==> config.mk <==
export PLATFORM = sky130hd
export DESIGN_NAME = wdog_periph
export DESIGN_NICKNAME = d
export VERILOG_FILES = /design/src/rtl/wdog_pkg.sv /design/src/rtl/wdog_regs.sv /design/src/rtl/wdog_tick.sv /design/src/rtl/wdog_core.sv /design/src/rtl/wdog_periph.sv
export SDC_FILE = /design/constraint.sdc
export NUM_CORES = 1
export LEC_CHECK = 0
export BUFFER_PORTS_ARGS = -buffer_cell sky130_fd_sc_hd__clkbuf_2
export CELL_PAD_IN_SITES_DETAIL_PLACEMENT = 0
export CELL_PAD_IN_SITES_GLOBAL_PLACEMENT = 1
export CORE_UTILIZATION = 46
export CTS_BUF_LIST = sky130_fd_sc_hd__clkbuf_2
export DETAILED_ROUTE_END_ITERATION = 8
export PLACE_DENSITY_LB_ADDON = 0.05
export SLEW_MARGIN = 10
export SYNTH_ARGS = -nofsm -noshare
export SYNTH_HDL_FRONTEND = slang
export SYNTH_SLANG_ARGS = --single-unit
==> constraint.sdc <==
create_clock -name clk -period 4.77 [get_ports clk]
set_input_delay 0.954 -clock clk [delete_from_list [all_inputs] [get_ports clk]]
set_output_delay 0.954 -clock clk [all_outputs]
set_load 0.01 [all_outputs]
==> src/rtl/wdog_pkg.sv <==
package wdog_pkg;
    localparam int ADDR_W     = 4;
    localparam int DATA_W     = 32;
    localparam int CNT_W      = 16;
    localparam int PRE_W      = 8;
    localparam int DIV_W      = 2;
    localparam int BASE_SHIFT = 4;   // smallest post-divide is 2**4
    localparam int NUM_DIV    = 1 << DIV_W;

    // register byte offsets
    localparam logic [ADDR_W-1:0] OFS_CTRL   = 4'h0;
    localparam logic [ADDR_W-1:0] OFS_RELOAD = 4'h4;
    localparam logic [ADDR_W-1:0] OFS_COUNT  = 4'h8;
    localparam logic [ADDR_W-1:0] OFS_CLEAR  = 4'hC;

    // control field positions
    localparam int B_RST    = 0;
    localparam int B_IRQ    = 2;
    localparam int B_DIV_LO = 3;
    localparam int B_RUN    = 5;
    localparam int B_PRE_LO = 8;

    // reset values
    localparam logic [PRE_W-1:0] RV_PRESC = 8'h80;
    localparam logic [DIV_W-1:0] RV_DIV   = 2'b11;
    localparam logic [CNT_W-1:0] RV_CNT   = 16'h8000;

    typedef struct packed {
        logic [PRE_W-1:0] presc;
        logic [DIV_W-1:0] div;
        logic             run;
        logic             irq_en;
        logic             rst_en;
    } ctrl_t;

    typedef enum logic [1:0] {
        ST_STOP      = 2'd0,
        ST_RUN       = 2'd1,
        ST_FIRE_RST  = 2'd2,
        ST_FIRE_SOFT = 2'd3
    } wd_state_e;
endpackage

==> src/rtl/wdog_regs.sv <==
module wdog_regs
    import wdog_pkg::*;
(
    input  logic              clk,
    input  logic              rst_n,
    input  logic              sel,
    input  logic              wr,
    input  logic [ADDR_W-1:0] addr,
    input  logic [DATA_W-1:0] wdata,
    input  logic [CNT_W-1:0]  cnt,
    output logic [DATA_W-1:0] rdata,
    output ctrl_t             ctrl,
    output logic [CNT_W-1:0]  reload,
    output logic              cnt_load,
    output logic [CNT_W-1:0]  cnt_wval,
    output logic              irq_clr
);
    logic wr_ctrl, wr_reload;
    logic unused_wbits;

    assign wr_ctrl   = sel && wr && (addr == OFS_CTRL);
    assign wr_reload = sel && wr && (addr == OFS_RELOAD);
    assign cnt_load  = sel && wr && (addr == OFS_COUNT);
    assign irq_clr   = sel && wr && (addr == OFS_CLEAR) && wdata[0];
    assign cnt_wval  = wdata[CNT_W-1:0];

    assign unused_wbits = ^{wdata[DATA_W-1:B_PRE_LO+PRE_W], wdata[B_PRE_LO-1:B_RUN+1],
                            wdata[B_IRQ-1:B_RST+1]};

    always_ff @(posedge clk or negedge rst_n) begin
        if (!rst_n) begin
            ctrl.presc  <= RV_PRESC;
            ctrl.div    <= RV_DIV;
            ctrl.run    <= 1'b0;
            ctrl.irq_en <= 1'b0;
            ctrl.rst_en <= 1'b1;
        end else if (wr_ctrl) begin
            ctrl.presc  <= wdata[B_PRE_LO +: PRE_W];
            ctrl.div    <= wdata[B_DIV_LO +: DIV_W];
            ctrl.run    <= wdata[B_RUN];
            ctrl.irq_en <= wdata[B_IRQ];
            ctrl.rst_en <= wdata[B_RST];
        end
    end

    always_ff @(posedge clk or negedge rst_n) begin
        if (!rst_n)         reload <= RV_CNT;
        else if (wr_reload) reload <= wdata[CNT_W-1:0];
    end

    always_comb begin
        rdata = '0;
        if (sel && !wr) begin
            if (addr == OFS_CTRL) begin
                rdata[B_PRE_LO +: PRE_W] = ctrl.presc;
                rdata[B_DIV_LO +: DIV_W] = ctrl.div;
                rdata[B_RUN]             = ctrl.run;
                rdata[B_IRQ]             = ctrl.irq_en;
                rdata[B_RST]             = ctrl.rst_en;
            end else if (addr == OFS_RELOAD) begin
                rdata[CNT_W-1:0] = reload;
            end else if (addr == OFS_COUNT) begin
                rdata[CNT_W-1:0] = cnt;
            end
        end
    end
endmodule

==> src/rtl/wdog_tick.sv <==
module wdog_tick
    import wdog_pkg::*;
(
    input  logic             clk,
    input  logic             rst_n,
    input  logic             run,
    input  logic [PRE_W-1:0] presc,
    input  logic [DIV_W-1:0] div,
    output logic             tick
);
    localparam int POST_W = BASE_SHIFT + NUM_DIV - 1;

    logic [PRE_W-1:0]  pre_cnt;
    logic [POST_W-1:0] post_cnt;
    logic [POST_W-1:0] lim_tab [NUM_DIV];
    logic [POST_W-1:0] post_lim;
    logic              pre_hit;

    for (genvar g = 0; g < NUM_DIV; g++) begin : g_lim
        assign lim_tab[g] = POST_W'((1 << (BASE_SHIFT + g)) - 1);
    end

    assign post_lim = lim_tab[div];
    assign pre_hit  = run && (pre_cnt >= presc);
    assign tick     = pre_hit && (post_cnt >= post_lim);

    always_ff @(posedge clk or negedge rst_n) begin
        if (!rst_n) begin
            pre_cnt  <= '0;
            post_cnt <= '0;
        end else if (!run) begin
            pre_cnt  <= '0;
            post_cnt <= '0;
        end else if (pre_hit) begin
            pre_cnt  <= '0;
            post_cnt <= tick ? '0 : post_cnt + 1'b1;
        end else begin
            pre_cnt  <= pre_cnt + 1'b1;
        end
    end
endmodule

==> src/rtl/wdog_core.sv <==
module wdog_core
    import wdog_pkg::*;
(
    input  logic             clk,
    input  logic             rst_n,
    input  logic             run,
    input  logic             irq_en,
    input  logic             rst_en,
    input  logic             tick,
    input  logic             cnt_load,
    input  logic [CNT_W-1:0] cnt_wval,
    input  logic [CNT_W-1:0] reload,
    input  logic             irq_clr,
    output logic [CNT_W-1:0] cnt,
    output logic             irq,
    output logic             sys_rst
);
    wd_state_e state, nxt;
    logic      expire;

    assign expire = (state == ST_RUN) && tick && (cnt == '0) && !cnt_load;

    always_ff @(posedge clk or negedge rst_n) begin
        if (!rst_n) state <= ST_STOP;
        else        state <= nxt;
    end

    always_comb begin
        nxt = state;
        unique case (state)
            ST_STOP:      nxt = run ? ST_RUN : ST_STOP;
            ST_RUN: begin
                if (!run)        nxt = ST_STOP;
                else if (expire) nxt = rst_en ? ST_FIRE_RST : ST_FIRE_SOFT;
                else             nxt = ST_RUN;
            end
            ST_FIRE_RST,
            ST_FIRE_SOFT: nxt = run ? ST_RUN : ST_STOP;
            default:      nxt = ST_STOP;
        endcase
    end

    always_ff @(posedge clk or negedge rst_n) begin
        if (!rst_n)                          cnt <= RV_CNT;
        else if (cnt_load)                   cnt <= cnt_wval;
        else if (expire)                     cnt <= reload;
        else if (state == ST_RUN && tick)    cnt <= cnt - 1'b1;
    end

    always_ff @(posedge clk or negedge rst_n) begin
        if (!rst_n)                irq <= 1'b0;
        else if (irq_clr)          irq <= 1'b0;
        else if (expire && irq_en) irq <= 1'b1;
    end

    always_comb begin
        sys_rst = (state == ST_FIRE_RST);
    end
endmodule

==> src/rtl/wdog_periph.sv <==
module wdog_periph
    import wdog_pkg::*;
(
    input  logic              clk,
    input  logic              rst_n,
    input  logic              bus_sel,
    input  logic              bus_wr,
    input  logic [ADDR_W-1:0] bus_addr,
    input  logic [DATA_W-1:0] bus_wdata,
    output logic [DATA_W-1:0] bus_rdata,
    output logic              irq,
    output logic              sys_rst
);
    ctrl_t            ctrl_q;
    logic [CNT_W-1:0] reload_q;
    logic [CNT_W-1:0] cnt_q;
    logic [CNT_W-1:0] cnt_wval;
    logic             cnt_load;
    logic             irq_clr;
    logic             tick;
    logic             ctrl_run;
    logic             ctrl_irq_en;

    assign ctrl_run    = ctrl_q.run;
    assign ctrl_irq_en = ctrl_q.irq_en;

    wdog_regs u_regs (
        .clk      (clk),
        .rst_n    (rst_n),
        .sel      (bus_sel),
        .wr       (bus_wr),
        .addr     (bus_addr),
        .wdata    (bus_wdata),
        .cnt      (cnt_q),
        .rdata    (bus_rdata),
        .ctrl     (ctrl_q),
        .reload   (reload_q),
        .cnt_load (cnt_load),
        .cnt_wval (cnt_wval),
        .irq_clr  (irq_clr)
    );

    wdog_tick u_tick (
        .clk   (clk),
        .rst_n (rst_n),
        .run   (ctrl_run),
        .presc (ctrl_q.presc),
        .div   (ctrl_q.div),
        .tick  (tick)
    );

    wdog_core u_core (
        .clk      (clk),
        .rst_n    (rst_n),
        .run      (ctrl_run),
        .irq_en   (ctrl_irq_en),
        .rst_en   (ctrl_q.rst_en),
        .tick     (tick),
        .cnt_load (cnt_load),
        .cnt_wval (cnt_wval),
        .reload   (reload_q),
        .irq_clr  (irq_clr),
        .cnt      (cnt_q),
        .irq      (irq),
        .sys_rst  (sys_rst)
    );
endmodule

* Word level (Yosys, flattened, before mapping)
Index checks and enable logic that the tools add are counted.
** Operators by class
- $lt $le $gt $ge :: 3
- Mux-type cells :: 26
- Bitwise operators :: 1
- Add/subtract/negate cells :: 3
- Reductions and logical operators :: 21
- Eq/ne operators :: 7
** Operators with widths (number)
- 16-bit 2-to-1 mux :: 6
- 7-bit 2-to-1 mux :: 5
- 8-bit 2-to-1 mux :: 3
- 16-bit zero test :: 1
- 16-bit by 1-bit subtractor with 16-bit output, second input constant :: 1
- 7-bit binary-select mux with 2-bit select :: 1
- 1-bit logical AND :: 13
- 8-bit by 1-bit adder with 8-bit output, second input constant :: 1
- 4-bit == test, second input constant :: 2
- 8-bit greater-or-equal comparator :: 1
- 7-bit by 1-bit adder with 7-bit output, second input constant :: 1
- 7-bit greater-or-equal comparator :: 1
- 1-bit 2-to-1 mux :: 6
- 2-bit 2-to-1 mux :: 3
- 2-bit == test, second input constant :: 2
- 4-bit by 3-bit == test with 1-bit output, second input constant :: 1
- 4-bit zero test :: 1
- 4-bit 2-to-1 mux :: 1
- 2-bit one-hot mux with 2 select lines :: 1
- 3-bit greater-or-equal comparator, second input constant :: 1
- 2-bit NOT with 3-bit output :: 1
- 3-bit nonzero test :: 1
- 3-bit OR reduction :: 1
- 2-bit by 1-bit == test with 1-bit output, second input constant :: 1
- other kinds (4) :: 5
** Storage, ports and cells
- Output and inout bits :: 34
- Bits of input ports :: 40
- Bits in registers :: 63
- Word-level logic and storage cells :: 72

* Logic depth before layout (Yosys ltp)
- Word-level depth :: 12
- Mapped depth :: 10
- Gate-level depth less buffers :: 8

* Cells and area by module
A second synthesis with hierarchy kept.
** Second synthesis, totals
- Cell total of the unflattened synthesis :: 454
- Area, all modules :: 4315.4 µm²
** Modules (own cells, without submodules)
- wdog_regs :: sequential area each 732.0 µm², cells each 170, times used 1, area an instance 1819.2 µm²
- wdog_core :: sequential area each 476.7 µm², cells each 174, times used 1, area an instance 1443.9 µm²
- wdog_tick :: sequential area each 375.4 µm², cells each 110, times used 1, area an instance 1052.3 µm²

* Worst setup path before layout
Ideal clock, no wire load.
- Path kind :: input to output
- Start point :: in bus_addr[1]
- End point :: out bus_rdata[10]
- Slack :: 1.800 ns
- Arrival time :: 2.016 ns
- Cell stages on the path :: 4
- Required time :: 3.816 ns
- Path buffers :: 1
- Path through :: nor3_1 -> clkbuf_1 -> o21ai_0 -> a21oi_1
** Between the ends
- Longest elaborated chain between the ends :: 5
- Elaborated cells on any way between the ends :: 7
- Those cells by class :: eq/ne: 2; mux: 4; reduce/logical: 1
** Ends and longest elaborated chain
- from (decl) :: RTL line wdog_periph.sv:8 : input logic [ADDR_W-1:0] bus_addr,
- 4-bit == test :: RTL line wdog_regs.sv:62 : end else if (addr == OFS_COUNT) begin
- 16-bit 2-to-1 mux :: RTL line wdog_regs.sv:62
- 16-bit 2-to-1 mux :: RTL line wdog_regs.sv:60 : end else if (addr == OFS_RELOAD) begin
- 8-bit 2-to-1 mux * :: RTL line wdog_regs.sv:54 : if (addr == OFS_CTRL) begin
- 16-bit 2-to-1 mux * :: RTL line wdog_regs.sv:53 : if (sel && !wr) begin
- to (decl) :: RTL line wdog_periph.sv:10 : output logic [DATA_W-1:0] bus_rdata,
Every way passes the cells marked *; elsewhere a longest branch is shown, timed or not.

* Worst setup path in the final report
- Start point :: in bus_addr[2]
- End point :: out bus_rdata[13]
Same word-level chain as after synthesis.

==> results by group <==
Critical path
  • CP required: 3.82 ns
  • Arrival time at the worst endpoint: between 2 and 2.5 ns
  • WP buf/inv: 3
  • Worst-path maximum fanout: 16
  • R2R depth: 7
  • Crit-path slowest cell: nand2_1
  • Worst path depth: 6
  • Crit path cell chain: clkbuf_2 -> inv_1 -> nand2_1 -> o21ai_0 -> a21oi_1 -> clkbuf_2
  • CP max stage delay: 0.40 ns
  • Type of origin of the critical path: primary input
  • Most used cell, CP: clkbuf_2
  • Largest delay share family, worst path: buffers and inverters
  • Critical path capture point type: output port
  • Critical path type: primary input to output port

Synth
  • Synth area leaders: dfrtp_1 (37%), o21ai_0 (6.8%), mux2_2 (5.9%)
  • Synth warnings: 0
  • Commonest cells in the synthesized netlist: dfrtp_1 (57), o21ai_0 (52), nand2_1 (49), nor2_1 (48), a21oi_1 (32)
  • Synth Area in XOR/XNOR: 0.02288
  • Cell variety after synth: between 50 and 60
  • Mapped Area: 3827 um2
  • Post-synth EDFFs: 0
  • Largest family of logic cells by synthesized area: compound AO/OA/AOI/OAI gates
  • Prevailing post-synth register cell: dfrtp_1
  • Seq/Total Area, Yosys: 0.4139
  • Async SR Flop Fraction: 1.000
  • Synth Area in Compound Gates: 0.1906
  • Post-Synth Adder-Cell Area: 0.04577
  • Mux contribution to synthesized area: 0.06146
  • Synth Register Bits: 63
  • Area share of the largest cell type after synthesis: 0.3727
  • Top-count cell post-synth: dfrtp_1
  • Cells after synthesis: 434
  • Syn Area/Cell: 8.819 um2
  • Yosys top cell by area: dfrtp_1
  • Simple-gate share of the synthesized area: 0.1883

Global route
  • GRT Total Usage: 0.2458
  • Vias in the first global route: 3187
  • Pin count of the biggest net entering global routing: 37
  • First-pass GRT wire length: around 16 mm
  • Initial antenna violation count: 0
  • Grt ovf: 0

STA
  • Final hold viol count: 0
  • FMAX: 298.9 MHz
  • Setup violators final: 0
  • Tmin final: 3.346 ns
  • Max-slew violation count: 0
  • Skew final: 0.03810 ns
  • Hold_ws: between 0.5 and 0.6 ns
  • Period utilization: 0.7014
  • RSZ-0062 raised after global routing: false
  • Actual slew at the worst max-slew pin: about 1.1 ns
  • Setup tns final: 0 ns
  • Slew headroom: 0.2567

Power and ir drop
  • Peak VDD IR: 0.0001797 V
  • Gate power share: 0.185
  • P_sw: 445.4 uW
  • Clock share of power: 0.271
  • Power Dens Cells: 326.7 nW/um2
  • Share of power burned in registers: 0.544
  • Pint: 915.4 uW
  • Sw frac: 0.3273
  • P_leak: 0.001821 uW

CTS
  • Post-CTS setup buffer count: 0
  • Post-CTS Hold Buffers: 0
  • Clock Latency Late Sink: 0.52 ns
  • Max Buffers Root-to-Sink: 2
  • CTS Buf Count: 9
  • Clk sinks: 63
  • CTS root buffer: clkbuf_2
  • CTS HTree Levels: 3
  • Worst-path clk slew: 0.15 ns
  • CTS tree: built
  • CTS resizes: 0

Drt
  • Initial drt markers: 198
  • DRC violation count after routing: 0
  • Total Wirelength: roughly 10 mm
  • Routed wire per std cell: 16.84 um
  • Pre-antenna DRT Iters: 4
  • Vias: 3260
  • Post-route ant nets: 0
  • Drt via density: about 5.6

Placement
  • Placed Instances: ~560
  • Gpl congestion: 0.8819
  • Count of input and output buffers: 41
  • Dpl hpwl: around 7 mm

Floorplan
  • Die X: 93.22 um
  • Core Rows: 32
  • Core footprint: roughly 8000 um2
  • Die height: 93.22 um
  • Die ar.: 8689 um2
  • Ports: 74
  • Initial Util: 0.4852

Finish
  • Fraction of layout cells with a size suffix above 1: 0.2034
  • Storage element area: 1584 um2
  • Final nets: around 530
  • Area of the multi-input gates: 2008 um2
  • Core Util, Final: 0.5281
  • Ant. Diodes: 0
  • Layout Area Growth over Synthesis: 8.826%
  • Finished Layout Cells: around 580
  • # fillers: 790

Hold path
  • Worst hold path class: register to register
  • Min-Delay Path Depth: 2

Run
  • Max capacitance violation total: 0

Status
  • Outcome: finished, final reports clean
[cell type report]
type                            count  share of cell area
Multi-Input combinational cell    334              0.4821
Sequential cell                    63              0.3803
Timing Repair Buffer               48             0.06188
Tap cell                          102             0.03064
Clock inverter                      5             0.01772
Inverter                           17             0.01532
Clock buffer                       10             0.01202
[metrics by stage]
| stage | worst slack [ns] | total power (uW) | cell area (um2) |
|---|---|---|---|
| detailed placement | 1.430 | 1002 | 4041 |
| global route | 1.266 | 1456 | 4165 |
| floorplan | 1.800 | 915.8 | 3884 |
| finish | 1.424 | 1361 | 4165 |
| global placement | 1.415 | 988.6 | 4041 |
| CTS | 1.434 | 1374 | 4165 |
[per-layer routing]
| metal | vias to the layer above | share of wire | global-route usage |
|---|---|---|---|
| met3 | 8 | 0.034 | 0.04878 |
| met2 | 61 | 0.48 | 0.4056 |
| met1 | 1596 | 0.48 | 0.3340 |
| met5 | - | 0 | 0 |
| met4 | 0 | 0.0079 | 0.05385 |
| li1 | 1595 | - | - |
[power groups by stage]
stage	Clock [uW]	Combinational, uW	Sequential, uW
2_1_floorplan	0	206	710
3_3_place_gp	0	242	746
3_5_place_dp	0	253	750
4_1_cts	379	256	739
5_1_grt	404	295	757
6_report	369	252	740
[worst paths after layout]
| kind | from | to | slack (ns) |
|---|---|---|---|
| max reg2reg | u_tick.pre_cnt[2] | u_core.state[0] | 1.84 |
| min | u_regs.ctrl[12] | u_regs.ctrl[12] | 0.52 |
| max in group asynchronous | rst_n | u_regs.reload[15] | 3.22 |
| max | bus_addr[2] | bus_rdata[13] | 1.42 |
| min reg2reg | u_regs.ctrl[12] | u_regs.ctrl[12] | 0.52 |
| min in group asynchronous | rst_n | u_core.cnt[7] | 0.54 |
[kinds of logic after synthesis]
family / count (synthesis)
DFF: 63
adders and majority gates: 14
muxes: 21
xor gates and xnor gates: 10
buffers and inverters: 52
and+or+nand+nor: 148
other: 1
AOI/OAI and AO/OA: 125
[layout by cell type (no fill, tap or decap), types with 2 or more instances in the layout]
| master | instances |
|---|---|
| dfrtp_1 | 57 |
| o21ai_0 | 52 |
| clkbuf_2 | 51 |
| nand2_1 | 49 |
| nor2_1 | 48 |
| a21oi_1 | 32 |
| mux2_2 | 20 |
| inv_1 | 17 |
| conb_1 | 16 |
| ha_1 | 14 |
| nand3_1 | 13 |
| a31oi_1 | 13 |
| nor3_1 | 8 |
| xor2_1 | 7 |
| buf_4 | 7 |
| dfstp_2 | 6 |
| or4_1 | 5 |
| and3_1 | 4 |
| o211ai_1 | 4 |
| nor2b_1 | 3 |
| a211oi_1 | 3 |
| xnor2_1 | 3 |
| a22oi_1 | 3 |
| nand2b_1 | 3 |
| nor4_1 | 3 |
| o2111ai_1 | 2 |
| or4_4 | 2 |
| a41oi_1 | 2 |
| a22o_1 | 2 |
| a211o_1 | 2 |
| o31ai_1 | 2 |
| clkinv_2 | 2 |
| bufinv_16 | 2 |
[state kept, by name (all words and copies together) (netlist names)]
| signal | count |
|---|---|
| u_core.state | 2 |
| u_tick.post_cnt | 7 |
| u_core.irq | 1 |
| u_regs.ctrl | 13 |
| u_regs.reload | 16 |
| u_core.cnt | 16 |
| u_tick.pre_cnt | 8 |
[tightest hold or removal path: stages, from the launching register on]
cell and delay (ns):
dfstp_2 0.40, inv_1 0.06, o21ai_0 0.08
No activity file was read; power rests on OpenSTA's default activity.
